<file path="config.mk">
export PLATFORM = sky130hd
export DESIGN_NAME = pc_watch_irq
export DESIGN_NICKNAME = d
export VERILOG_FILES = /design/src/rtl/pc_watch_pkg.sv /design/src/rtl/pc_watch_ctrl.sv /design/src/rtl/pc_watch_dp.sv /design/src/rtl/pc_watch_irq.sv
export SDC_FILE = /design/constraint.sdc
export NUM_CORES = 1
export LEC_CHECK = 0
export ABC_AREA = 1
export BUFFER_PORTS_ARGS = -buffer_cell sky130_fd_sc_hd__buf_2
export CORE_ASPECT_RATIO = 0.8
export CORE_MARGIN = 2
export CORE_UTILIZATION = 49
export DETAILED_ROUTE_END_ITERATION = 8
export GPL_TIMING_DRIVEN = 0
export MAX_ROUTING_LAYER = met4
export PLACE_DENSITY_LB_ADDON = 0.08
export SKIP_LAST_GASP = 1
export SLEW_MARGIN = 15
export SYNTH_ARGS = -nofsm -noshare
export SYNTH_HDL_FRONTEND = slang
export SYNTH_SLANG_ARGS = --single-unit
</file>
<file path="constraint.sdc">
create_clock -name clk -period 2.1 [get_ports clk]
set_input_delay 0.42 -clock clk [delete_from_list [all_inputs] [get_ports clk]]
set_output_delay 0.42 -clock clk [all_outputs]
set_load 0.02 [all_outputs]
</file>
<file path="src/rtl/pc_watch_pkg.sv">
package pc_watch_pkg;
  localparam int CH_N      = 2;
  localparam int PC_W      = 20;
  localparam int BUS_AW    = 16;
  localparam int DATA_W    = 8;
  localparam int BYTES_CH  = 3;
  localparam int TOP_W     = PC_W - 2 * DATA_W;
  localparam int SLOT_N    = CH_N * BYTES_CH;
  localparam int EN_OFS    = 'h0009;
  localparam int ADDR_BASE = 'h0010;
  localparam int CH_STRIDE = 'h0004;

  typedef struct packed {
    logic              enWr;
    logic              enRd;
    logic [SLOT_N-1:0] byteWr;
    logic [SLOT_N-1:0] byteRd;
  } regStrobe_t;
endpackage

</file>
<file path="src/rtl/pc_watch_ctrl.sv">
module pc_watch_ctrl
  import pc_watch_pkg::*;
(
  input  logic [BUS_AW-1:0] regAddr,
  input  logic              regWe,
  input  logic              regRe,
  output regStrobe_t        strobe
);
  logic [SLOT_N-1:0] slotSel;
  logic              enSel;

  localparam logic [BUS_AW-1:0] EN_ADDR = EN_OFS[BUS_AW-1:0];

  assign enSel = (regAddr == EN_ADDR);

  for (genvar ch = 0; ch < CH_N; ch++) begin : g_ch
    for (genvar b = 0; b < BYTES_CH; b++) begin : g_byte
      localparam int SLOT = ADDR_BASE + CH_STRIDE * ch + b;
      assign slotSel[ch*BYTES_CH+b] = (regAddr == SLOT[BUS_AW-1:0]);
    end
  end

  always_comb begin
    strobe.enWr   = regWe && enSel;
    strobe.enRd   = regRe && enSel;
    strobe.byteWr = regWe ? slotSel : '0;
    strobe.byteRd = regRe ? slotSel : '0;
  end
endmodule

</file>
<file path="src/rtl/pc_watch_dp.sv">
module pc_watch_dp
  import pc_watch_pkg::*;
(
  input  logic              clk,
  input  logic              rstN,
  input  regStrobe_t        strobe,
  input  logic [DATA_W-1:0] regWdata,
  input  logic [PC_W-1:0]   pcValue,
  input  logic              fetchStb,
  input  logic              extArea,
  input  logic              extBus8,
  output logic [DATA_W-1:0] regRdata,
  output logic [CH_N-1:0]   matchHit,
  output logic              irqReq
);
  logic [CH_N-1:0] chEn;
  logic [PC_W-1:0] matchAddr [CH_N];
  logic            suppress;

  always_ff @(posedge clk) begin
    if (!rstN)            chEn <= '0;
    else if (strobe.enWr) chEn <= regWdata[CH_N-1:0];
  end

  assign suppress = extArea && extBus8;

  for (genvar ch = 0; ch < CH_N; ch++) begin : g_ch
    always_ff @(posedge clk) begin
      if (!rstN) begin
        matchAddr[ch] <= '0;
      end else begin
        if (strobe.byteWr[ch*BYTES_CH+0]) matchAddr[ch][DATA_W-1:0]        <= regWdata;
        if (strobe.byteWr[ch*BYTES_CH+1]) matchAddr[ch][2*DATA_W-1:DATA_W] <= regWdata;
        if (strobe.byteWr[ch*BYTES_CH+2]) matchAddr[ch][PC_W-1:2*DATA_W]   <= regWdata[TOP_W-1:0];
      end
    end

    assign matchHit[ch] = fetchStb && chEn[ch] && !suppress && (pcValue == matchAddr[ch]);
  end

  assign irqReq = |matchHit;

  always_comb begin
    regRdata = '0;
    if (strobe.enRd) regRdata[CH_N-1:0] = chEn;
    for (int ch = 0; ch < CH_N; ch++) begin
      if (strobe.byteRd[ch*BYTES_CH+0]) regRdata = matchAddr[ch][DATA_W-1:0];
      if (strobe.byteRd[ch*BYTES_CH+1]) regRdata = matchAddr[ch][2*DATA_W-1:DATA_W];
      if (strobe.byteRd[ch*BYTES_CH+2])
        regRdata = {{(DATA_W-TOP_W){1'b0}}, matchAddr[ch][PC_W-1:2*DATA_W]};
    end
  end
endmodule

</file>
<file path="src/rtl/pc_watch_irq.sv">
module pc_watch_irq
  import pc_watch_pkg::*;
(
  input  logic              clk,
  input  logic              rstN,
  input  logic [BUS_AW-1:0] regAddr,
  input  logic [DATA_W-1:0] regWdata,
  input  logic              regWe,
  input  logic              regRe,
  output logic [DATA_W-1:0] regRdata,
  input  logic [PC_W-1:0]   pcValue,
  input  logic              fetchStb,
  input  logic              extArea,
  input  logic              extBus8,
  output logic [CH_N-1:0]   matchHit,
  output logic              irqReq
);
  regStrobe_t strobe;

  pc_watch_ctrl u_ctrl (
    .regAddr(regAddr),
    .regWe  (regWe),
    .regRe  (regRe),
    .strobe (strobe)
  );

  pc_watch_dp u_dp (
    .clk     (clk),
    .rstN    (rstN),
    .strobe  (strobe),
    .regWdata(regWdata),
    .pcValue (pcValue),
    .fetchStb(fetchStb),
    .extArea (extArea),
    .extBus8 (extBus8),
    .regRdata(regRdata),
    .matchHit(matchHit),
    .irqReq  (irqReq)
  );
endmodule

</file>
==> metrics.md <==
| Metric | Value |
|---|---|
| Status | `finished with violations` |
| Violated checks | `negative setup slack` |
| I/O pin total | `62` |
| Final setup vio count | `11` |
| Num rows | `23` |
| Chip Height | `69.8 um` |
| Total GRT Usage | `0.294` |
| Antenna-violating nets left | `0` |
| Number of global-route vias before repair | `2613` |
| Crit path DAT | `1830 ps` |
| Hold Path Sink | `u_dp.matchAddr[0][7]$_SDFFCE_PN0P_` |
| Reg-to-reg slack, setup | `1420 ps` |
| FF-to-FF End | `u_dp.chEn[0]$_SDFFE_PN0P_` |
| Number of flops mapped to enable cells by yosys | `40` |
| Num CTS Buffers | `5` |
| PD cells | `484 nW/um^2` |
| Initial antenna violation count | `0` |
| Die W | `86.3 um` |
| LEAKAGE | `1.60 nW` |
| Met1 usage | `0.418` |
| Vias/cell | `5.77` |
| Final Hold Violating Endpoints | `0` |
| Kind of critical path | `input port to output port` |
| Fmax | `445 MHz` |
| Yosys cell types | `29` |
| Fin crit period | `2250 ps` |
| Yosys warns | `0` |
| Synth Area in Adders | `0` |
| R2r startpoint | `u_dp.chEn[0]$_SDFFE_PN0P_` |
| Iteration count of the initial detailed-routing pass | `6` |
| Worst Skew | `0 ps` |
| Fillers | `363` |
| Synthesized area | `2660 sq um` |
| Largest net degree at the start of global routing | `16` |
| Worst VDD drop | `0.489 mV` |
| First-pass GRT wire length | `13000 um` |
| Clock root buffer | `clkbuf_8` |
| Routed WL per cell | `17.7 um` |
| Clk sinks | `42` |
| Main area contributors after synthesis | `edfxtp_1, nor2_1, nand2_1, inv_1, xnor2_1` |
| Max-cap violations | `0` |
| Area added between synthesis and finish | `40.4%` |
| Place WS | `-355 ps` |
| Max-slew headroom | `0.402` |
| Hold path startpoint | `regWdata[7]` |
| Input/output buffers | `61` |
| Req. time, crit path | `1680 ps` |
| Primary FF master, synth | `edfxtp_1` |
| Die area | `6030 sq um` |
| GR Overflow Total | `0` |
| Hold depth | `3` |
| H-tree levels | `2` |
| Syn Inst Count | `333` |
| # DRC | `0` |
| Starting Density | `0.518` |
| CTS tree | `yes` |
| Clock-pin slew on the worst setup and hold paths | `90 ps` |
| Layout cells sized above 1 | `0.377` |
| Global Route met2 Usage | `0.432` |
| Final WL | `8810 um` |
| Tcrit/Tclk final | `1.07` |
| Top-count cell post-synth | `nor2_1` |
| Synth top area share | `0.452` |
| Commonest cells post-synth | `nor2_1, nand2_1, edfxtp_1` |
| Worst Hold Class | `input port to register` |
| Syn_area_per_cell | `7.97 sq um` |
| Largest family of logic cells by synthesized area | `simple AND/OR/NAND/NOR gates` |
| DRC violation total after the first TritonRoute iteration | `354` |
| Simple-gate area share of the yosys netlist | `0.287` |
| Mapped Nets | `384` |
| Synth Area in XOR/XNOR | `0.0759` |
| Worst Tran Pin Value | `891 ps` |
| Worst-Skew Late Latency | `290 ps` |
| Startpoint types | `input port` |
| Unrepaired setup endpoints after global routing | `true` |
| Slew Limit Fails | `0` |
| Post-synth ARST share | `0` |
| Gpl congestion | `1.01` |
| Vias | `2869` |
| Diodes inserted | `0` |
| CTS max path bufs | `2` |
| Synth area leader | `edfxtp_1` |
| Hold_ws | `466 ps` |
| Sequential fraction of the synthesis area | `0.467` |
| Final #Nets | `485` |
| Slack of the critical path | `-149 ps` |
| Synth Area in Compound Gates | `0.107` |
| R2r worst-path depth | `2` |
| Core area | `5120 sq um` |
| Multiplexer share of the synthesized area | `0` |
| DP Wirelength | `6100 um` |
| Yosys reg bits | `42` |
| Busiest grt layer | `met2` |
| Critical path peak fanout | `6` |
| Met3 Usage GRT | `0.0536` |
| Worst setup EP type | `output port` |
[critical path, cell delays in order]
cell	delay, ps
buf_6	90
nor2_2	110
nand2_2	70
nor2_4	200
buf_4	150
nand3_2	110
inv_4	110
buf_4	120
a22oi_1	100
a21oi_2	170
buf_4	160
[what timing repair did]
item | 4_1_cts | 5_1_grt
endpoints found under the setup margin | 19 | 15
hold buffers | 0 | 0
pin swaps | 32 | 20
cloned | 2 | 0
hold endpoints to repair | 0 | 0
buffers inserted | 21 | 10
gates resized for setup | 66 | 36
[cell type report]
cell class / count / area, sq um / share of cell area
Timing Repair Buffer: 92 / 629 / 0.169
Tap cell: 62 / 77.6 / 0.0208
Sequential cell: 42 / 1240 / 0.333
Timing Repair inverter: 1 / 7.51 / 0.00201
Clock inverter: 3 / 23.8 / 0.00638
Inverter: 42 / 173 / 0.0463
Clock buffer: 5 / 68.8 / 0.0185
Buffer: 2 / 15.0 / 0.00403
Multi-Input combinational cell: 248 / 1490 / 0.400
[routing by layer]
| metal | vias to the layer above | wire (um) |
|---|---|---|
| met1 | 1315 | 3600 |
| li1 | 1318 | - |
| met3 | 40 | 1120 |
| met2 | 196 | 3800 |
| met4 | 0 | 287 |
| met5 | - | 0 |
[layout by cell type, fill, tap and decap left out, drive strengths merged]
cell       n
nand3     12
a221oi     2
o22ai      5
nor4       5
a31oi      1
a22o       2
xor2      11
buf       93
a22oi      3
nor2      88
a211oi     2
nand3b     1
a21oi     16
inv       43
and2       1
clkinvlp   3
edfxtp    40
o21ai     17
nand2     58
a21boi     1
nor3       1
dfxtp      2
clkbuf     6
nand4     10
xnor2     12
[logic make-up after synthesis]
| group | count (synthesis) |
|---|---|
| flip-flops | 42 |
| buffers and inverters | 44 |
| AO/OA/AOI/OAI | 49 |
| AND/OR/NAND/NOR | 175 |
| XOR/XNOR | 23 |
[registers in the layout, indices dropped and copies added, names as in the netlist]
signal / cells
u_dp.chEn: 2
u_dp.matchAddr: 40
[per-stage QoR]
stage / utilization / area (sq um) / total power, mW / TNS, ps / instances
2_1_floorplan: - / 2660 / 1.10 / 0 / 333
3_3_place_gp: 0.593 / 3040 / 1.21 / -8880 / 456
3_5_place_dp: 0.593 / 3040 / 1.22 / -6210 / 456
4_1_cts: 0.690 / 3530 / 1.76 / -544 / 487
5_1_grt: 0.728 / 3730 / 1.87 / -2250 / 497
6_report: 0.728 / 3730 / 1.81 / -1060 / 497
[how the worst max path moves through the flow]
stage	from	endpoint	slack, ps	cells after the start
final	regAddr[14]	regRdata[5]	-150	11
after global routing	regAddr[14]	regRdata[0]	-300	14
after CTS	regAddr[8]	regRdata[3]	-90	11
after detailed placement	regAddr[13]	u_dp.matchAddr[0][4]$_SDFFCE_PN0P_	-360	7
after global placement	regAddr[4]	u_dp.matchAddr[1][6]$_SDFFCE_PN0P_	-550	7
after floorplan	regAddr[15]	regRdata[3]	60	9
[report_power, final]
part           switching, mW  internal, mW  total (mW)
registers             0.0424         0.955       0.998
clock network          0.293         0.238       0.531
logic                  0.164         0.114       0.278
(Power assumes the default switching activity.)
